### config.mk
export PLATFORM = sky130hd
export DESIGN_NAME = ipi_dispatch
export DESIGN_NICKNAME = d
export VERILOG_FILES = /design/src/rtl/ipd_pkg.sv /design/src/rtl/ipd_decode.sv /design/src/rtl/ipd_pulse_gen.sv /design/src/rtl/ipi_dispatch.sv
export SDC_FILE = /design/constraint.sdc
export NUM_CORES = 1
export LEC_CHECK = 0
export BUFFER_PORTS_ARGS = -buffer_cell sky130_fd_sc_hd__buf_2
export CAP_MARGIN = 10
export CELL_PAD_IN_SITES_DETAIL_PLACEMENT = 0
export CELL_PAD_IN_SITES_GLOBAL_PLACEMENT = 1
export CORE_UTILIZATION = 30
export CTS_CLUSTER_DIAMETER = 60
export DETAILED_ROUTE_END_ITERATION = 6
export GPL_ROUTABILITY_DRIVEN = 0
export GPL_TIMING_DRIVEN = 0
export PLACE_DENSITY_LB_ADDON = 0.3
export SETUP_SLACK_MARGIN = 0.15
export SKIP_CTS_REPAIR_TIMING = 1
export SLEW_MARGIN = 20
export SYNTH_ARGS = -nofsm -noshare
export SYNTH_HDL_FRONTEND = slang
export SYNTH_SLANG_ARGS = --single-unit
### constraint.sdc
create_clock -name clk -period 4.03 [get_ports clk]
set_input_delay 0.403 -clock clk [delete_from_list [all_inputs] [get_ports clk]]
set_output_delay 0.403 -clock clk [all_outputs]
set_load 0.01 [all_outputs]
### src/rtl/ipd_pkg.sv
package ipd_pkg;

    localparam int CPU_W    = 5;
    localparam int VEC_W    = 6;
    localparam int KIND_W   = 2;
    localparam int KIND_LSB = 16;
    localparam int CPU_LSB  = 8;
    localparam int VEC_LSB  = 0;
    localparam int NCPU     = 1 << CPU_W;

    typedef enum logic [KIND_W-1:0] {
        K_INTR   = 2'd0,
        K_RESET  = 2'd1,
        K_IDLE   = 2'd2,
        K_RESUME = 2'd3
    } kind_e;

    typedef struct packed {
        logic             valid;
        kind_e            kind;
        logic [CPU_W-1:0] cpu;
        logic [VEC_W-1:0] vec;
    } cmd_t;

    typedef struct packed {
        logic             post;
        logic [CPU_W-1:0] cpu;
        logic [VEC_W-1:0] vec;
        logic [NCPU-1:0]  rst;
        logic [NCPU-1:0]  halt;
        logic [NCPU-1:0]  act;
        logic             err;
    } outs_t;

    function automatic logic [NCPU-1:0] cpu_select(input logic [CPU_W-1:0] c);
        logic [NCPU-1:0] r;
        r = '0;
        for (int i = 0; i < NCPU; i++) begin
            r[i] = (c == CPU_W'(i));
        end
        return r;
    endfunction

endpackage

### src/rtl/ipd_decode.sv
module ipd_decode
    import ipd_pkg::*;
#(
    parameter int DATA_W = 32
) (
    input  logic              wr_en,
    input  logic [DATA_W-1:0] wr_data,
    input  logic [CPU_W:0]    cpus_present,
    output cmd_t              cmd
);

    localparam int TOP_USED = KIND_LSB + KIND_W;

    logic [CPU_W-1:0] f_cpu;
    logic             in_range;
    logic             unused_bits;

    assign f_cpu    = wr_data[CPU_LSB +: CPU_W];
    assign in_range = ({1'b0, f_cpu} < cpus_present);

    always_comb begin
        cmd.valid = wr_en && in_range;
        cmd.kind  = kind_e'(wr_data[KIND_LSB +: KIND_W]);
        cmd.cpu   = f_cpu;
        cmd.vec   = wr_data[VEC_LSB +: VEC_W];
    end

    assign unused_bits = ^{wr_data[DATA_W-1:TOP_USED],
                           wr_data[KIND_LSB-1:CPU_LSB+CPU_W],
                           wr_data[CPU_LSB-1:VEC_LSB+VEC_W]};

endmodule

### src/rtl/ipd_pulse_gen.sv
module ipd_pulse_gen
    import ipd_pkg::*;
#(
    parameter logic [VEC_W-1:0] POR_CODE = 6'h01
) (
    input  logic  clk,
    input  logic  rst,
    input  cmd_t  cmd,
    output outs_t q
);

    outs_t           d;
    logic [NCPU-1:0] sel;

    assign sel = cpu_select(cmd.cpu);

    always_comb begin
        d     = '0;
        // second half of an accepted reset: wake the core one cycle later
        d.act = q.rst;
        if (cmd.valid) begin
            unique case (cmd.kind)
                K_INTR: begin
                    d.post = 1'b1;
                    d.cpu  = cmd.cpu;
                    d.vec  = cmd.vec;
                end
                K_RESET: begin
                    if (cmd.vec == POR_CODE) d.rst = sel;
                    else                     d.err = 1'b1;
                end
                K_IDLE:   d.halt = sel;
                K_RESUME: d.act  = d.act | sel;
                default:  d      = d;
            endcase
        end
    end

    always_ff @(posedge clk) begin
        if (rst) q <= '0;
        else     q <= d;
    end

endmodule

### src/rtl/ipi_dispatch.sv
module ipi_dispatch
    import ipd_pkg::*;
#(
    parameter int               DATA_W   = 32,
    parameter logic [VEC_W-1:0] POR_CODE = 6'h01
) (
    input  logic              clk,
    input  logic              rst,
    input  logic              wr_en,
    input  logic [DATA_W-1:0] wr_data,
    input  logic [CPU_W:0]    cpus_present,
    output logic              post_valid,
    output logic [CPU_W-1:0]  post_cpu,
    output logic [VEC_W-1:0]  post_vec,
    output logic [NCPU-1:0]   reset_strb,
    output logic [NCPU-1:0]   halt_strb,
    output logic [NCPU-1:0]   activate_strb,
    output logic              bad_reset
);

    cmd_t  cmd;
    outs_t q;

    ipd_decode #(.DATA_W(DATA_W)) u_dec (
        .wr_en       (wr_en),
        .wr_data     (wr_data),
        .cpus_present(cpus_present),
        .cmd         (cmd)
    );

    ipd_pulse_gen #(.POR_CODE(POR_CODE)) u_gen (
        .clk(clk),
        .rst(rst),
        .cmd(cmd),
        .q  (q)
    );

    assign post_valid    = q.post;
    assign post_cpu      = q.cpu;
    assign post_vec      = q.vec;
    assign reset_strb    = q.rst;
    assign halt_strb     = q.halt;
    assign activate_strb = q.act;
    assign bad_reset     = q.err;

endmodule

==> results of run 1 <==
## final cells by class
cell class / instances / area share (%)
well taps: 140 / 3.825
flip-flops and latches: 109 / 47.65
plain buffers: 26 / 2.705
repair buffers: 128 / 13.99
multi-input cells: 172 / 22.35
clock inverters: 4 / 1.202
clock buffers: 12 / 5.164
inverters: 38 / 3.115
## Yosys cell counts
cell type | instances | area share, %
o22ai_1 | 32 | 5.8
nor2_1 | 2 | 0.22
a21o_1 | 1 | 0.22
o2111ai_2 | 1 | 0.43
nor2b_1 | 2 | 0.36
nand3_1 | 1 | 0.14
nand2_1 | 33 | 3.6
o21ai_2 | 1 | 0.25
buf_6 | 3 | 0.97
nor3_1 | 63 | 9.1
dfxtp_1 | 109 | 63
nor3_2 | 3 | 0.86
nor4_1 | 1 | 0.18
nor4b_1 | 11 | 2.8
and3_1 | 1 | 0.18
a21oi_1 | 1 | 0.14
o211ai_1 | 1 | 0.22
buf_2 | 3 | 0.43
inv_1 | 38 | 4.1
a2111oi_4 | 1 | 0.79
and2_1 | 2 | 0.36
buf_1 | 3 | 0.32
nor3b_1 | 3 | 0.65
clkbuf_1 | 17 | 1.8
nand2b_1 | 2 | 0.36
nand3b_1 | 1 | 0.22
ha_1 | 4 | 1.4
and2b_2 | 3 | 0.76
and3b_1 | 2 | 0.50
## worst max path at each step
stage,start,end,cells past startpoint
6_report,wr_data[12],u_gen.q[13],7
3_5_place_dp,wr_data[12],u_gen.q[11],7
3_3_place_gp,wr_data[12],u_gen.q[45],7
5_1_grt,wr_data[12],u_gen.q[18],7
2_1_floorplan,cpus_present[3],u_gen.q[65],7
4_1_cts,wr_data[12],u_gen.q[11],7
## layer usage
layer | part of all wire (%) | GRT usage [%] | wire length, um | vias up
met1 | 48 | 21.79 | 4612 | 1322
met4 | 0.91 | 5.429 | 87 | 0
met5 | 0 | 0 | 0 | -
li1 | - | - | - | 1446
met3 | 5.5 | 4.327 | 524 | 7
met2 | 45 | 26.28 | 4300 | 87
## report_power, final
part	switching [uW]	internal (uW)
clock	383	487
combinational	71.5	30.3
sequential	0.762	1080
total	455	1600
## logic make-up (layout without fill, tap and decap cells)
logic type                 after synthesis  count (layout)  synth area share [%]
adders and majority gates                4               4                 1.441
buffers and inverters                   64             208                 7.676
AOI/OAI and AO/OA                       38              38                 7.820
and+or+nand+nor                        130             130                 20.22
DFF                                    109             109                 62.85
## cell usage in the layout, fill, tap and decap left out
cell / instances
a2111oi_4: 1
a21o_1: 1
a21oi_1: 1
and2_1: 2
and2b_2: 3
and3_1: 1
and3b_1: 2
buf_1: 3
buf_2: 131
buf_6: 3
bufinv_16: 1
clkbuf_1: 20
clkbuf_16: 9
clkinvlp_4: 1
dfxtp_1: 109
ha_1: 4
inv_1: 38
inv_6: 2
nand2_1: 33
nand2b_1: 2
nand3_1: 1
nand3b_1: 1
nor2_1: 2
nor2b_1: 2
nor3_1: 63
nor3_2: 3
nor3b_1: 3
nor4_1: 1
nor4b_1: 11
o2111ai_2: 1
o211ai_1: 1
o21ai_2: 1
o22ai_1: 32
## metrics by stage
stage	setup slack (ns)	power [uW]
2_1_floorplan	2.049	1165
3_3_place_gp	1.656	1207
3_5_place_dp	1.612	1209
4_1_cts	1.974	2078
5_1_grt	1.803	2132
6_report	1.981	2053
==> results.sh, run 1 <==
export IMPL_io_buffers=128
export IMPL_ys_seq_elements=109
export IMPL_rsz0062_at_grt="no"
export IMPL_antenna_found_initial=0
export IMPL_crit_path_start_kind="primary input"
export IMPL_insertedDiodeCount=0
export IMPL_fp_row_count=38
export IMPL_grt_pass1_wl_um=14530
export IMPL_grt_ovfl_total=0
export IMPL_max_freq_ghz=0.4881
export IMPL_setup_violations=0
export IMPL_final_util_pct=41.34
export IMPL_worst_path_buf_inv=2
export IMPL_tightest_slew_ns=0.6971
export IMPL_hpwl_um=6886
export IMPL_cts_buffer_depth=2
export IMPL_grt_pass1_vias=2726
export IMPL_synthToLayoutAreaGrowth_pct=31.89
export IMPL_leakage_uw=0.001961
export IMPL_die_y_um=109.6
export IMPL_fin_area_um2=4579
export IMPL_finalSetupTns_ns=0
export IMPL_final_antenna_net_count=0
export IMPL_num_fill_cells=1138
export IMPL_r2r_slack_ns=3.40
export IMPL_final_nets=529
export IMPL_reg_largest_list="u_gen.q x109"
export IMPL_clock_latency_ns=0.34
export IMPL_end_kind="register"
export IMPL_dpl_cell_count=613
export IMPL_fp_dieW_um=109.6
export IMPL_final_setup_skew_ns=0.006369
export IMPL_grt_start_max_net_pins=18
export IMPL_status="completed"
export IMPL_core_region_area_um2=11080
export IMPL_cts_tree="yes"
export IMPL_crit_type="primary input to register"
export IMPL_grt_use_total_pct=16.54
export IMPL_worst_ir_drop_vdd_mv=0.1676
export IMPL_path_max_fanout=10
export IMPL_drive_above_1_share_pct=31.90
export IMPL_drtPass1Iterations=4
export IMPL_path_delay_family="compound AO/OA/AOI/OAI gates"
export IMPL_cap_violations=0
export IMPL_largest_reg_flops=109
export IMPL_initial_utilization_pct=31.34
export IMPL_ios=150
export IMPL_cts_buffers=9
export IMPL_hold_violations=0
export IMPL_cts_clk_slew_worst_paths_ns=0.07
export IMPL_syn_num_nets=390
export IMPL_avgSynthCellArea_um2=10.06
export IMPL_syn_inst=345
export IMPL_r2r_end="u_gen.q[3]"
export IMPL_cts_root_buffer="clkbuf_16"
export IMPL_instances_no_fill=629
export IMPL_route_detailed_drc=0
export IMPL_crit_required_ns=4.29
export IMPL_slew_violations=0
export IMPL_ff2ff_path_depth=2
export IMPL_largest_register="u_gen.q"
export IMPL_seq_area_um2=2182
export IMPL_drt_iter0_markers=90
export IMPL_hp_start="wr_data[17]"
export IMPL_dieArea_um2=12010
export IMPL_hold_worst_slack_ns=0.3034
export IMPL_placed_area_um2=4288
export IMPL_ys_seq_area_share_pct=62.85
export IMPL_critPathSlowestCell="a2111oi_4"
export IMPL_pwr_density_cell_nw_per_um2=448.2
export IMPL_layout_min_cycle_time_ns=2.049
export IMPL_slowest_delay_ns=0.38
export IMPL_hold_path_end="u_gen.q[107]"
export IMPL_hp_class="primary input to register"
export IMPL_multiInputGateArea_um2=1023
export IMPL_htree_levels=3
export IMPL_ys_warn_count=0
export IMPL_via_per_inst=4.550
export IMPL_wl_per_cell_um=15.14
export IMPL_cp_cell_sequence="buf_2 > ha_1 > and2b_2 > a2111oi_4 > o211ai_1 > clkbuf_1 > o22ai_1"
export IMPL_critPathArrivalTime_ns=2.31
export IMPL_syn_area_um2=3472
export IMPL_holdPathStages=2
export IMPL_slew_headroom_pct=53.43
export IMPL_fin_crit_sh_pct=50.83
export IMPL_routed_wl_um=9524
export IMPL_synthDistinctLibCells=29
export IMPL_cts_sinks=109
export IMPL_vias=2862
export IMPL_rr_startpoint="u_gen.q[67]"
Note: power is estimated with default switching activity, not from simulation.
==> inputs of run 2 (changes only) <==
Settings changed: ABC_AREA set to 1.
Clock period 4.03 ns to 1.79 ns, I/O delays scaled along.
==> results.sh, run 2 <==
export IMPL_synth_area_leaders="dfxtp_1 (60%), nor2_1 (12%), nand3_1 (8.8%), nand2_1 (8.2%), inv_1 (2.0%)"
export IMPL_htree_levels=3
export IMPL_ys_seq_elements=109
export IMPL_layout_commonest_cell="buf_2"
export IMPL_final_antenna_net_count=0
export IMPL_drt_iter0_markers=107
export IMPL_synthToLayoutAreaGrowth_pct=30.93
export IMPL_final_cell_mix="buf_2 (139), nor2_1 (119), dfxtp_1 (109)"
export IMPL_grt_start_max_net_pins=18
export IMPL_core_region_area_um2=11610
export IMPL_yosys_area_share_simple_pct=32.34
export IMPL_syn_inst=433
export IMPL_ios=150
export IMPL_status="complete, but fails checks"
export IMPL_leakage_uw=0.002405
export IMPL_hp_class="primary input to register"
export IMPL_tightest_slew_ns=0.7798
export IMPL_grt_pass1_vias=3054
export IMPL_dieArea_um2=12610
export IMPL_worst_ir_drop_vdd_mv=0.4129
export IMPL_die_y_um=112.3
export IMPL_grt_pass1_wl_um=15810
export IMPL_intPower_uw=3616
export IMPL_seq_power_share_pct=52.4
export IMPL_ys_seq_area_share_pct=59.81
export IMPL_fp_row_count=39
export IMPL_routed_wl_um=9972
export IMPL_dpl_cell_count=706
export IMPL_rsz0062_at_grt="no"
export IMPL_yosys_top_cells_count="nor2_1 (119), dfxtp_1 (109), nand2_1 (80), nand3_1 (64), inv_1 (19)"
export IMPL_setup_violations=0
export IMPL_io_buffers=130
export IMPL_critPathArrivalTime_ns=1.58
export IMPL_syn_area_um2=3648
export IMPL_clkPwrFrac_pct=42.5
export IMPL_synthAdderAreaFrac_pct=1.372
export IMPL_cap_violations=0
export IMPL_final_nets=619
export IMPL_largest_reg_flops=109
export IMPL_hold_worst_slack_ns=0.05800
export IMPL_layout_min_cycle_time_ns=1.351
export IMPL_synth_xor_area_share_pct=0
export IMPL_crit_type="primary input to register"
export IMPL_syn_num_nets=478
export IMPL_cts_buffers=9
export IMPL_rr_startpoint="u_gen.q[84]"
export IMPL_yosysTopAreaCellShare_pct=59.81
export IMPL_holdPathStages=3
export IMPL_yosysMostFrequentCell="nor2_1"
export IMPL_synth_mux_area_share_pct=0
export IMPL_p_sw_uw=1023
export IMPL_p_comb_share_pct=5.1
export IMPL_hold_path_end="u_gen.q[101]"
export IMPL_synth_edff_count=0
export IMPL_synthDistinctLibCells=18
export IMPL_cts_sinks=109
export IMPL_yosysTopAreaCell="dfxtp_1"
export IMPL_grt_use_total_pct=16.54
export IMPL_grt_ovfl_total=0
export IMPL_cts_clk_slew_worst_paths_ns=0.07
export IMPL_cts_buffer_depth=2
export IMPL_path_max_fanout=10
export IMPL_synth_compound_area_share_pct=0
export IMPL_cts_tree="yes"
export IMPL_hold_violations=0
export IMPL_avgSynthCellArea_um2=8.426
export IMPL_via_per_inst=4.359
export IMPL_max_freq_ghz=0.7401
export IMPL_antenna_found_initial=0
export IMPL_hp_start="wr_data[4]"
export IMPL_instances_no_fill=721
export IMPL_hpwl_um=7490
export IMPL_finalSetupTns_ns=0
export IMPL_fp_dieW_um=112.3
export IMPL_initial_utilization_pct=31.42
export IMPL_r2r_end="u_gen.q[20]"
export IMPL_slew_headroom_pct=47.82
export IMPL_crit_required_ns=2.02
export IMPL_vias=3143
export IMPL_fin_crit_sh_pct=75.49
export IMPL_ys_warn_count=0
export IMPL_pwr_density_cell_nw_per_um2=971.1
export IMPL_crit_path_start_kind="primary input"
export IMPL_largest_register="u_gen.q"
export IMPL_insertedDiodeCount=0
export IMPL_final_setup_skew_ns=0.002447
export IMPL_clock_latency_ns=0.34
export IMPL_yosys_most_used_dff="dfxtp_1"
export IMPL_r2r_slack_ns=1.21
export IMPL_cts_root_buffer="clkbuf_16"
export IMPL_slew_violations=0
export IMPL_synth_top_family_by_area="simple AND/OR/NAND/NOR gates"
export IMPL_async_flop_share_pct=0
export IMPL_wl_per_cell_um=13.83
export IMPL_swShare_pct=22.05
export IMPL_reg_largest_list="u_gen.q x109"
export IMPL_route_detailed_drc=12
export IMPL_ff2ff_path_depth=2
export IMPL_drtPass1Iterations=7
export IMPL_violations="DRC"
export IMPL_drive_above_1_share_pct=30.28
export IMPL_end_kind="register"
[run 2: cell types whose count changed after synthesis, sizes merged, moves of 7 or more]
cell,delta
buf,+7
nor2,+122
nor4b,-11
nand2,+48
nor3,-65
clkbuf,-11
o22ai,-32
inv,-14
nand3,+66
[run 2: through the flow]
stage	cell area (um2)	util, %	worst slack [ns]	power, uW
after global placement	4478	38.56	0.09607	2727
after CTS	4777	41.13	0.4513	4709
final	4777	41.13	0.4388	4639
after global routing	4777	41.13	0.3312	4822
after detailed placement	4478	38.56	0.08646	2730
after floorplan	3649	-	0.4518	2628
[run 2: logic make-up (layout without fill, tap and decap cells)]
| group | after synthesis | count (layout) |
|---|---|---|
| adders and majority gates | 4 | 4 |
| buffers and inverters | 47 | 192 |
| DFF | 109 | 109 |
| and+or+nand+nor | 273 | 273 |
[run 2: how the worst max path moves through the flow]
stage                         start     endpoint  slack, ns  depth (start not counted)
global route            wr_data[11]  u_gen.q[20]       0.33                          8
global placement        wr_data[11]  u_gen.q[17]        0.1                          8
floorplan           cpus_present[4]  u_gen.q[27]       0.45                          8
finish                  wr_data[11]  u_gen.q[17]       0.44                          8
detailed placement      wr_data[11]  u_gen.q[17]       0.09                          8
CTS                     wr_data[11]  u_gen.q[17]       0.45                          8
[run 2: worst max-delay path, stage by stage]
cell and delay [ns]:
buf_2 0.15, ha_1 0.31, nand2_1 0.05, nor3_1 0.27, nand2_4 0.18, buf_2 0.24, nand3_1 0.13, nand2_1 0.06
[run 2: power groups by stage]
stage,combinational [uW],clock [uW],sequential [uW]
floorplan,135,0,2490
global placement,238,0,2490
finish,237,1970,2430
global route,265,2120,2430
detailed placement,241,0,2490
CTS,242,2040,2430
[run 2: final cells by class]
| class | count | area [um2] |
|---|---|---|
| clock inverter | 5 | 60.06 |
| inverter | 25 | 93.84 |
| multi-input combinational | 277 | 1230 |
| tap | 143 | 178.9 |
| sequential | 109 | 2182 |
| buffer | 22 | 142.6 |
| timing repair buffer | 130 | 650.6 |
| fill | 1207 | 6837 |
| clock buffer | 10 | 239.0 |
[run 2: metal layers]
| metal | GRT usage [%] | vias up | wire length, um |
|---|---|---|---|
| li1 | - | 1623 | - |
| met1 | 21.19 | 1424 | 4632 |
| met2 | 27.16 | 87 | 4620 |
| met3 | 4.428 | 9 | 584 |
| met4 | 5.244 | 0 | 135 |
| met5 | 0 | - | 0 |
==> inputs of run 3 (changes only) <==
Clock period 1.79 ns to 1.11 ns, I/O delays scaled along.
==> results.sh, run 3 (synthesis results as in run 2) <==
export IMPL_hpwl_um=7490
export IMPL_p_sw_uw=1803
export IMPL_grt_start_max_net_pins=19
export IMPL_multiInputGateArea_um2=1484
export IMPL_layout_commonest_cell="buf_2"
export IMPL_cts_root_buffer="clkbuf_16"
export IMPL_final_nets=630
export IMPL_ios=150
export IMPL_status="complete, but fails checks"
export IMPL_insertedDiodeCount=0
export IMPL_cts_buffers=9
export IMPL_largest_reg_flops=109
export IMPL_htree_levels=3
export IMPL_crit_path_frequent_cell="buf_8"
export IMPL_vias=3208
export IMPL_drtPass1Iterations=7
export IMPL_cap_violations=0
export IMPL_setup_violations=0
export IMPL_via_per_inst=4.377
export IMPL_setup_ws_ns=0.07811
export IMPL_final_util_pct=45.45
export IMPL_worst_path_buf_inv=4
export IMPL_io_buffers=130
export IMPL_final_cell_mix="buf_2 (123), nor2_1 (108), dfxtp_1 (85)"
export IMPL_layout_min_cycle_time_ns=1.032
export IMPL_hp_class="primary input to register"
export IMPL_critPathArrivalTime_ns=1.27
export IMPL_crit_required_ns=1.34
export IMPL_drive_above_1_share_pct=44.07
export IMPL_clkPwrFrac_pct=40.3
export IMPL_initial_utilization_pct=31.42
export IMPL_slew_headroom_pct=64.24
export IMPL_cts_clk_slew_worst_paths_ns=0.07
export IMPL_path_delay_family="simple AND/OR/NAND/NOR gates"
export IMPL_slew_violations=0
export IMPL_cp_cell_sequence="buf_8 > inv_12 > ha_4 > inv_4 > nor3_4 > nand2_4 > nand3_4 > buf_8 > nor2_1"
export IMPL_seq_area_um2=2212
export IMPL_slowest_delay_ns=0.26
export IMPL_clock_latency_ns=0.35
export IMPL_hold_violations=2
export IMPL_p_comb_share_pct=7.0
export IMPL_drt_iter0_markers=159
export IMPL_largest_register="u_gen.q"
export IMPL_cts_buffer_depth=2
export IMPL_rr_startpoint="u_gen.q[92]"
export IMPL_route_detailed_drc=11
export IMPL_fp_dieW_um=112.3
export IMPL_grt_pass1_wl_um=15930
export IMPL_path_max_fanout=10
export IMPL_dp_slack_ns=-0.4576
export IMPL_swShare_pct=24.22
export IMPL_grt_ovfl_total=0
export IMPL_routed_wl_um=10480
export IMPL_num_fill_cells=1185
export IMPL_fin_crit_sh_pct=92.96
export IMPL_end_kind="register"
export IMPL_hold_worst_slack_ns=-0.01691
export IMPL_hp_start="wr_data[5]"
export IMPL_max_freq_ghz=0.9691
export IMPL_final_antenna_net_count=0
export IMPL_rsz0062_at_grt="yes"
export IMPL_leakage_uw=0.002512
export IMPL_tightest_slew_ns=0.5363
export IMPL_die_y_um=112.3
export IMPL_synthToLayoutAreaGrowth_pct=44.68
export IMPL_cts_tree="yes"
export IMPL_dieArea_um2=12610
export IMPL_grt_use_total_pct=16.80
export IMPL_intPower_uw=5641
export IMPL_grt_pass1_vias=3069
export IMPL_fp_row_count=39
export IMPL_worst_ir_drop_vdd_mv=0.7293
export IMPL_antenna_found_initial=0
export IMPL_final_setup_skew_ns=0.005835
export IMPL_core_region_area_um2=11610
export IMPL_reg_largest_list="u_gen.q x109"
export IMPL_crit_type="primary input to register"
export IMPL_pwr_density_cell_nw_per_um2=1410
export IMPL_crit_path_start="cpus_present[4]"
export IMPL_wl_per_cell_um=14.29
export IMPL_critPathSlowestCell="ha_4"
export IMPL_crit_path_start_kind="primary input"
export IMPL_violations="DRC, hold timing"
export IMPL_seq_power_share_pct=52.7
export IMPL_cts_sinks=109
==> run 3: cell types whose count changed in the layout (fill, tap and decap cells not counted), sizes merged <==
cell and delta:
bufinv -1, buf +4, clkbuf +3, dlygate4sd3 +4, clkinv +3, inv -1
==> run 3: final timing paths <==
path | endpoint | cells after the start | slack, ns
worst max-delay path | u_gen.q[85] | 9 | 0.08
worst min-delay path | u_gen.q[102] | 3 | -0.02
worst max register to register | u_gen.q[28] | 2 | 0.55
worst min register to register | u_gen.q[19] | 2 | 0.45
==> run 3: routing by layer <==
layer	part of all wire (%)	global-route usage [%]
met1	47	21.52
met2	47	27.49
met3	4.5	3.780
met4	1.4	6.667
met5	0	0
==> run 3: cell type report <==
type                    instances  area share (%)
clock buffers                  10           4.338
well taps                     143           3.389
inverters                      25           2.181
flip-flops and latches        109           41.91
multi-input cells             277           28.11
clock inverters                 6          0.9007
plain buffers                  22           3.887
repair buffers                141           15.29
==> run 3: metrics by stage <==
| stage | std cells | hold WS (ns) | area (um2) | setup TNS (ns) | total power, uW |
|---|---|---|---|---|---|
| floorplan | 433 | 0.2232 | 3869 | -1.328 | 4290 |
| global placement | 706 | 0.3392 | 4698 | -34.16 | 4457 |
| detailed placement | 706 | 0.3424 | 4698 | -35.20 | 4464 |
| CTS | 722 | -0.03207 | 4975 | -0.4796 | 7468 |
| global route | 733 | -0.003996 | 5279 | 0 | 7784 |
| finish | 733 | -0.01691 | 5279 | 0 | 7444 |
==> run 3: worst register-to-register path: stages, from the launching register on <==
cell	delay (ns)
dfxtp_2	0.32
nand2_1	0.06
nand2_1	0.07
==> run 3: power groups by stage <==
stage	clock network, uW	registers, uW	logic, uW
floorplan	0	4020	270
global placement	0	4010	443
detailed placement	0	4010	450
CTS	3100	3920	451
global route	3290	3920	571
finish	3000	3920	521
